==> src/rtl/paged_mapper_pkg.sv <==
package paged_mapper_pkg;
    localparam int unsigned WIN_AW = 5;
    localparam logic [4:0] OFF_ACT  = 5'h10;
    localparam logic [4:0] OFF_EDT  = 5'h11;
    localparam logic [4:0] OFF_ZPB  = 5'h12;
    localparam logic [4:0] OFF_STB  = 5'h13;
    localparam logic [4:0] OFF_EN   = 5'h14;
    localparam int unsigned EN_XL   = 0;
    localparam int unsigned EN_ZP   = 1;
    localparam int unsigned EN_STK  = 2;
    localparam int unsigned EN_W    = 3;
endpackage

==> src/rtl/mapper_regs.sv <==
module mapper_regs
    import paged_mapper_pkg::*;
#(
    parameter int unsigned NUM_SETS = 4,
    parameter int unsigned PPN_W    = 8,
    localparam int unsigned SET_W   = (NUM_SETS > 1) ? $clog2(NUM_SETS) : 1
) (
    input  logic                        clk,
    input  logic                        rst_n,
    input  logic                        acc_en,
    input  logic                        we,
    input  logic [WIN_AW-1:0]           off,
    input  logic [7:0]                  wdata,
    output logic [7:0]                  rdata,
    output logic [15:0][PPN_W-1:0]      act_map,
    output logic [7:0]                  zp_base,
    output logic [7:0]                  stk_base,
    output logic [EN_W-1:0]             en_bits
);
    typedef struct packed {
        logic [NUM_SETS-1:0][15:0][PPN_W-1:0] ent;
        logic [SET_W-1:0]                     act;
        logic [SET_W-1:0]                     edt;
        logic [7:0]                           zpb;
        logic [7:0]                           stb;
        logic [EN_W-1:0]                      en;
    } state_t;

    state_t st_d, st_q;

    function automatic state_t reset_state();
        state_t s;
        s = '0;
        for (int k = 0; k < NUM_SETS; k++) begin
            for (int p = 0; p < 16; p++) begin
                s.ent[k][p] = PPN_W'(p);
            end
        end
        return s;
    endfunction

    logic wr;
    assign wr = acc_en && we;

    always_comb begin
        st_d = st_q;
        if (wr) begin
            if (off[4] == 1'b0) begin
                st_d.ent[st_q.edt][off[3:0]] = wdata[PPN_W-1:0];
            end else begin
                case (off)
                    OFF_ACT: st_d.act = wdata[SET_W-1:0];
                    OFF_EDT: st_d.edt = wdata[SET_W-1:0];
                    OFF_ZPB: st_d.zpb = wdata;
                    OFF_STB: st_d.stb = wdata;
                    OFF_EN:  st_d.en  = wdata[EN_W-1:0];
                    default: ;
                endcase
            end
        end
    end

    always_ff @(posedge clk or negedge rst_n) begin
        if (!rst_n) st_q <= reset_state();
        else        st_q <= st_d;
    end

    always_comb begin
        rdata = '0;
        if (acc_en) begin
            if (off[4] == 1'b0) begin
                rdata = 8'(st_q.ent[st_q.edt][off[3:0]]);
            end else begin
                case (off)
                    OFF_ACT: rdata = 8'(st_q.act);
                    OFF_EDT: rdata = 8'(st_q.edt);
                    OFF_ZPB: rdata = st_q.zpb;
                    OFF_STB: rdata = st_q.stb;
                    OFF_EN:  rdata = 8'(st_q.en);
                    default: rdata = '0;
                endcase
            end
        end
    end

    assign act_map  = st_q.ent[st_q.act];
    assign zp_base  = st_q.zpb;
    assign stk_base = st_q.stb;
    assign en_bits  = st_q.en;

    // The active set moves only on a write to its select register
    assert_act_hold_R6: assert property (@(posedge clk) disable iff (!rst_n)
        !(wr && off == OFF_ACT) |=> $stable(st_q.act));

    // Editing an inactive set leaves the live map untouched
    assert_edit_isolated_R5: assert property (@(posedge clk) disable iff (!rst_n)
        (wr && off[4] == 1'b0 && st_q.edt != st_q.act) |=> $stable(act_map));

    // Unused offsets change no state
    assert_unused_ignored_R9: assert property (@(posedge clk) disable iff (!rst_n)
        (wr && off > OFF_EN) |=> $stable(st_q));
endmodule

==> src/rtl/mapper_reloc.sv <==
module mapper_reloc (
    input  logic        clk,
    input  logic        rst_n,
    input  logic [15:0] addr,
    input  logic [7:0]  zp_base,
    input  logic [7:0]  stk_base,
    input  logic        zp_en,
    input  logic        stk_en,
    output logic [15:0] raddr
);
    always_comb begin
        raddr = addr;
        if (zp_en && addr[15:8] == 8'h00)       raddr = {zp_base, addr[7:0]};
        else if (stk_en && addr[15:8] == 8'h01) raddr = {stk_base, addr[7:0]};
    end

    // Relocation keeps the byte within the 256-byte page
    assert_low_byte_R7: assert property (@(posedge clk) disable iff (!rst_n)
        raddr[7:0] == addr[7:0]);

    // Addresses above the stack page are never relocated
    assert_upper_untouched_R8: assert property (@(posedge clk) disable iff (!rst_n)
        (addr[15:9] != 7'd0) |-> raddr == addr);
endmodule

==> src/rtl/mapper_xlate.sv <==
module mapper_xlate #(
    parameter int unsigned PPN_W = 8,
    localparam int unsigned PA_W = PPN_W + 12
) (
    input  logic                   clk,
    input  logic                   rst_n,
    input  logic [15:0]            raddr,
    input  logic [15:0][PPN_W-1:0] act_map,
    input  logic                   xl_en,
    output logic [PA_W-1:0]        phys
);
    logic [15:0] page_hit;
    logic [PPN_W-1:0] ppn;

    for (genvar p = 0; p < 16; p++) begin : g_dec
        assign page_hit[p] = (raddr[15:12] == 4'(p));
    end

    always_comb begin
        ppn = '0;
        for (int p = 0; p < 16; p++) begin
            if (page_hit[p]) ppn = act_map[p];
        end
        phys = xl_en ? {ppn, raddr[11:0]} : PA_W'(raddr);
    end

    assert_one_page_R2: assert property (@(posedge clk) disable iff (!rst_n)
        $countones(page_hit) == 1);

    assert_offset_pass_R2: assert property (@(posedge clk) disable iff (!rst_n)
        phys[11:0] == raddr[11:0]);
endmodule

==> src/rtl/paged_mapper.sv <==
module paged_mapper
    import paged_mapper_pkg::*;
#(
    parameter int unsigned NUM_SETS = 4,
    parameter int unsigned PPN_W    = 8,
    parameter logic [15:0] REG_BASE = 16'hDC80,
    localparam int unsigned PA_W    = PPN_W + 12
) (
    input  logic            clk,
    input  logic            rst_n,
    input  logic [15:0]     cpu_addr,
    input  logic [7:0]      cpu_wdata,
    input  logic            cpu_we,
    input  logic            cpu_cs,
    output logic [7:0]      cpu_rdata,
    output logic            win_hit,
    output logic [PA_W-1:0] phys_addr
);
    logic [15:0][PPN_W-1:0] act_map;
    logic [7:0]             zp_base, stk_base;
    logic [EN_W-1:0]        en_bits;
    logic [15:0]            raddr;
    logic [PA_W-1:0]        xl_phys;
    logic                   acc_en;

    assign win_hit = (cpu_addr[15:WIN_AW] == REG_BASE[15:WIN_AW]);
    assign acc_en  = cpu_cs && win_hit;

    mapper_regs #(.NUM_SETS(NUM_SETS), .PPN_W(PPN_W)) u_regs (
        .clk(clk), .rst_n(rst_n), .acc_en(acc_en), .we(cpu_we),
        .off(cpu_addr[WIN_AW-1:0]), .wdata(cpu_wdata), .rdata(cpu_rdata),
        .act_map(act_map), .zp_base(zp_base), .stk_base(stk_base),
        .en_bits(en_bits)
    );

    mapper_reloc u_reloc (
        .clk(clk), .rst_n(rst_n), .addr(cpu_addr), .zp_base(zp_base),
        .stk_base(stk_base), .zp_en(en_bits[EN_ZP]), .stk_en(en_bits[EN_STK]),
        .raddr(raddr)
    );

    mapper_xlate #(.PPN_W(PPN_W)) u_xlate (
        .clk(clk), .rst_n(rst_n), .raddr(raddr), .act_map(act_map),
        .xl_en(en_bits[EN_XL]), .phys(xl_phys)
    );

    assign phys_addr = win_hit ? PA_W'(cpu_addr) : xl_phys;

    // Window accesses bypass the mapping
    assert_window_pass_R3: assert property (@(posedge clk) disable iff (!rst_n)
        win_hit |-> phys_addr == PA_W'(cpu_addr));

    // Nothing selected means nothing read
    assert_rdata_idle_R9: assert property (@(posedge clk) disable iff (!rst_n)
        !acc_en |-> cpu_rdata == 8'd0);

    // With every stage off the address passes straight through
    assert_all_off_R1: assert property (@(posedge clk) disable iff (!rst_n)
        (en_bits == '0) |-> phys_addr == PA_W'(cpu_addr));
endmodule

==> config.mk <==
export PLATFORM = sky130hd
export DESIGN_NAME = paged_mapper
export DESIGN_NICKNAME = d
export VERILOG_FILES = /design/src/rtl/paged_mapper_pkg.sv /design/src/rtl/mapper_regs.sv /design/src/rtl/mapper_reloc.sv /design/src/rtl/mapper_xlate.sv /design/src/rtl/paged_mapper.sv
export SDC_FILE = /design/constraint.sdc
export NUM_CORES = 1
export LEC_CHECK = 0
export ABC_AREA = 0
export BUFFER_PORTS_ARGS = -buffer_cell sky130_fd_sc_hd__buf_2
export CAP_MARGIN = 30
export CORE_UTILIZATION = 50
export DETAILED_ROUTE_END_ITERATION = 8
export HOLD_SLACK_MARGIN = 0.06
export PLACE_DENSITY = 0.65
export SKIP_LAST_GASP = 1
export SYNTH_ARGS = -nofsm -noshare
export SYNTH_HDL_FRONTEND = slang
export SYNTH_SLANG_ARGS = --single-unit
==> constraint.sdc <==
create_clock -name clk -period 8.9 [get_ports clk]
set_input_delay 2.67 -clock clk [delete_from_list [all_inputs] [get_ports clk]]
set_output_delay 2.67 -clock clk [all_outputs]
set_load 0.02 [all_outputs]
Word-level counts from Yosys, hierarchy flattened
Index checks and enable logic that the tools add are counted.
{"block": "totals", "reg_bits": 535, "input_bits": 28, "output_inout_bits": 29}
{"block": "classes", "order_cmp": 5, "n_eq_ne": 22, "muxes": 34, "n_bitwise": 1, "n_reduce_logical": 14}
{"op": "$bmux 128 s2", "count": 2}
{"op": "$bwmux 512", "count": 1}
{"op": "$mux 128", "count": 3}
{"op": "$demux 128 s2", "count": 1}
{"op": "$mux 8", "count": 20}
{"op": "$mux 20", "count": 2}
{"op": "$pmux 8 s5", "count": 1}
{"op": "$bmux 8 s4", "count": 1}
{"op": "$demux 8 s4", "count": 1}
{"op": "$eq 4x4->1 const B", "count": 8}
{"op": "$mux 16", "count": 2}
{"op": "$eq 5x5->1 const B", "count": 5}
{"op": "$eq 4x3->1 const B", "count": 4}
{"op": "$reduce_and 3->1", "count": 5}
{"op": "$eq 11x11->1 const B", "count": 1}
{"op": "$eq 4x2->1 const B", "count": 2}
{"op": "$eq 8x1->1 const B", "count": 1}
{"op": "$logic_not 8->1", "count": 1}
{"op": "$logic_and 1x1->1", "count": 6}
{"op": "$lt 2x3->1 const B", "count": 2}
{"op": "$lt 4x5->1 const B", "count": 1}
{"op": "$eq 4x1->1 const B", "count": 1}
{"op": "$ge 4x1->1 const B", "count": 1}
{"op": "$logic_not 4->1", "count": 1}
{"op": "other kinds (3)", "count": 3}

Logic depth before layout (Yosys ltp)
{"block": "logic_depth", "depth_word": 23, "mapped_depth": 11}

Cells and area by module
A second synthesis with hierarchy kept.
{"block": "unflattened", "hier_cells": 2156, "hier_area_um2": 30307.8}
{"module": "mapper_regs", "instances": 1, "cells_per_inst": 1835, "area_each_um2": 28133.2}
{"module": "mapper_xlate", "instances": 1, "cells_per_inst": 258, "area_each_um2": 1664.1}
{"module": "mapper_reloc", "instances": 1, "cells_per_inst": 34, "area_each_um2": 269.0}
{"module": "paged_mapper", "instances": 1, "cells_per_inst": 29, "area_each_um2": 241.5}

Worst setup path after synthesis
OpenSTA, ideal clock, no wires.
{"block": "synth_timing", "path_type": "in2out", "from": "input port cpu_addr[13]", "to": "output port phys_addr[19]", "t_arrival_ps": 4919, "required_ps": 6230, "slack_ps": 1311, "path_stages": 9, "path_cell_list": "buf_6 > nor3_1 > o211ai_1 > nand2_2 > buf_2 > nand2_1 > a311oi_1 > o21ai_0 > a211oi_1"}
{"block": "synth_between", "elab_chain_cells": 23, "word_cells_on_any_way": 41, "cone_classes": "eq/ne: 17; mux: 20; reduce/logical: 4"}
{"item": "start: declaration", "line": "paged_mapper.sv:11", "text": "input logic [15:0] cpu_addr,"}
{"item": "$eq 8x1->1", "line": "mapper_reloc.sv:14", "text": "else if (stk_en && addr[15:8] == 8'h01) raddr = {stk_base, addr[7:0]};"}
{"item": "$logic_and 1x1->1", "line": "mapper_reloc.sv:14"}
{"item": "$mux 16", "line": "mapper_reloc.sv:14"}
{"item": "$mux 16", "line": "mapper_reloc.sv:13", "text": "if (zp_en && addr[15:8] == 8'h00) raddr = {zp_base, addr[7:0]};"}
{"item": "$logic_not 4->1", "line": "mapper_xlate.sv:16", "text": "assign page_hit[p] = (raddr[15:12] == 4'(p));"}
{"item": "$mux 8 (16 in a row)", "line": "mapper_xlate.sv:22", "text": "if (page_hit[p]) ppn = act_map[p];"}
{"item": "$mux 20", "line": "mapper_xlate.sv:24", "text": "phys = xl_en ? {ppn, raddr[11:0]} : PA_W'(raddr);"}
{"item": "$mux 20 *", "line": "paged_mapper.sv:47", "text": "assign phys_addr = win_hit ? PA_W'(cpu_addr) : xl_phys;"}
{"item": "end: declaration", "line": "paged_mapper.sv:17", "text": "output logic [PA_W-1:0] phys_addr"}
Mark *: on every way between the ends. The rest lies on a longest branch, timed or not.

Worst setup path after layout
{"block": "layout_timing", "from": "input port cpu_addr[11]", "to": "output port phys_addr[19]"}
The elaborated chain is that of the path after synthesis.

==> flow_summary.ini <==
[hold_path]
hold_path.class = flip-flop to flip-flop

[placed_design]
gp_routability_congestion = 1.00
dp_hpwl_mm = 63.0
placed_area_mm2 = 0.0306
io_buffer_count = 56
dpl_worst_slack_ns = 0.189

[route]
drtIter0Drc = 2236
drtAntennaViolNets = 0
vias = 19700
firstDrtPassIters = 9
wl_per_cell_um = 33.3
route.detailed.drc = 0
wirelength_mm = 94.3
viasPerCell = 6.95

[synthesis]
synth_cells = 2023
ys_seq_area_share_pct = 45.7
synth_top_area_cell = dfrtp_1
synth_nets = 2051
syn_avg_cell_area_um2 = 14.6
yosysWarnings = 0
netlist_top_cells_area = dfrtp_1 (34%), mux4_2 (21%), mux2_2 (20%)
ys.flop_type = dfrtp_1
synth.top_cell.area_share_pct = 34.4
synth_edf_count = 0
synth_top_cells_by_count = mux2_2 (535), dfrtp_1 (407), mux4_2 (273), dfstp_2 (128), clkbuf_1 (113)
async_flop_share_pct = 100
yosysUniqueCellTypes = 70
ys_seq_elements = 535
synth_most_common_cell = mux2_2
syn-cell-area_mm2 = 0.0296

[global_route]
antenna_found_initial = 4
grt_first_pass_wirelength_mm = 141
grt_max_degree = 175
gr-total-overflow = 0
grt_use_total_pct = 32.1
grt_pass1_vias = 19900

[cts]
cts_sinks = 535
ctsHoldBuffers = 0
clk_latency_ns = 0.63
cts.repair.resized = 0
cts_buffers = 58
root_buffer = clkbuf_16
path_clk_slew_ns = 0.06
cts_tree = yes
postCtsSetupBuffers = 0
htree_levels = 2
clockBufferDepth = 3

[critical_path]
path_buf_inv = 3
critical_path.slowest_cell = a211oi_1
critPathKind = primary input to output port
worstPathMaxFanout = 10
cp_cell_sequence = buf_2 -> or4_4 -> a2111o_1 -> nand2_1 -> buf_4 -> o211ai_1 -> a21oi_1 -> o21ai_0 -> a211oi_1 -> buf_2
end_kind = output port
required_ns = 6.23
critPathMaxStageDelay_ns = 0.59
startpoint_type = primary input
crit_path_frequent_cell = buf_2
cp_top_family = compound AO/OA/AOI/OAI gates
crit_arrival_ns = 5.86

[timing]
fin_ws_ns = 0.365
slew_headroom_pct = 28.9
rsz0062_at_grt = false
worstMarginPinSlew_ns = 1.07
setup_viol = 0
hold_viol = 0
final.setup.tns_ns = 0
period_share_pct = 95.9
max_freq_ghz = 0.117
whs_ns = 0.523
skew_ns = 0.0132
drv_slew = 0
period_minus_slack_ns = 8.53

[finish]
multi_input_area_mm2 = 0.0152
fillCellCount = 4643
area_growth_pct = 10.2
final_area_mm2 = 0.0326
num-nets-final = 2043
drive_above_1_share_pct = 59.2
regArea_mm2 = 0.0136

[floorplan]
die_area_mm2 = 0.0602
floorplan.io_pins = 57
start_util_pct = 51.0
placementRows = 88
die_w_um = 245
core_area_mm2 = 0.0581
die_h_um = 245

[power_and_ir_drop]
power.density_mw_per_mm2 = 159
leakage_nw = 13.9
ir_drop_mv = 0.149

[job]
drv_cap = 0

[outcome]
status = completed
## final cells by class
| class | instances | share of cell area, % |
|---|---|---|
| multi-input combinational | 1291 | 46.5 |
| clock inverter | 23 | 0.732 |
| inverter | 11 | 0.127 |
| timing repair buffer | 118 | 2.80 |
| tap | 765 | 2.93 |
| antenna | 2 | 0.0153 |
| sequential | 535 | 41.6 |
| clock buffer | 86 | 5.33 |
## metal layers
metal  global-route usage [%]  part of all wire [%]
met4                     13.6                   4.6
met2                     48.1                    45
met1                     46.0                    42
met3                     6.30                   8.4
met5                        0                 0.028
## cells in the final DEF, fill, tap and decap left out, types with 31 or more instances in the layout
cell type,n
buf_4,50
dfstp_2,128
nand2_1,63
clkbuf_16,59
o22ai_1,31
mux2_2,535
dfrtp_1,403
mux4_2,273
nor2_1,37
o21ai_0,38
buf_2,55
## stage by stage
stage / total power [mW] / cells / utilization, %
after CTS: 5.23 / 2828 / 56.1
after global placement: 2.73 / 2718 / 52.6
after detailed placement: 2.73 / 2719 / 52.7
final: 5.19 / 2831 / 56.1
after floorplan: 2.59 / 2023 / -
after global routing: 5.34 / 2829 / 56.1
## worst reg2reg max path, delay by kind of cell (launching register included)
| kind | cells | cell delay (ns) |
|---|---|---|
| AND/OR/NAND/NOR | 3 | 0.99 |
| flip-flops | 1 | 1.08 |
| multiplexers | 1 | 0.40 |
| buffers and inverters | 2 | 0.88 |
## registers in the layout (all words and copies together), names as in the netlist
| register | flops |
|---|---|
| u_regs.en_bits | 3 |
| u_regs.stk_base | 8 |
| u_regs.zp_base | 8 |
| u_regs.st_q | 516 |
## final timing paths
check / start / end / slack (ns) / cells after the start
setup / recovery: cpu_addr[11] / phys_addr[19] / 0.37 / 10
min in group asynchronous: rst_n / u_regs.st_q[339] / 2.01 / 1
hold reg to reg: u_regs.st_q[58] / u_regs.st_q[58] / 0.52 / 1
max in group asynchronous: rst_n / u_regs.st_q[20] / 5.42 / 2
hold / removal: u_regs.st_q[58] / u_regs.st_q[58] / 0.52 / 1
setup reg to reg: u_regs.st_q[20] / u_regs.st_q[156] / 5.43 / 6
## power by group
group | total (mW) | internal, mW | leakage (nW) | switching [mW]
clock | 2.50 | 1.47 | 0.985 | 1.03
combinational | 0.260 | 0.0572 | 5.95 | 0.203
sequential | 2.44 | 2.44 | 7.00 | 0.000175
## cells by family after synthesis
group / count (synthesis) / synth area share [%]
mux: 822 / 41.6
flops: 535 / 45.7
simple gates: 273 / 4.90
buf+inv: 197 / 3.10
compound gates: 196 / 4.69
No activity file was read; power rests on OpenSTA's default activity.
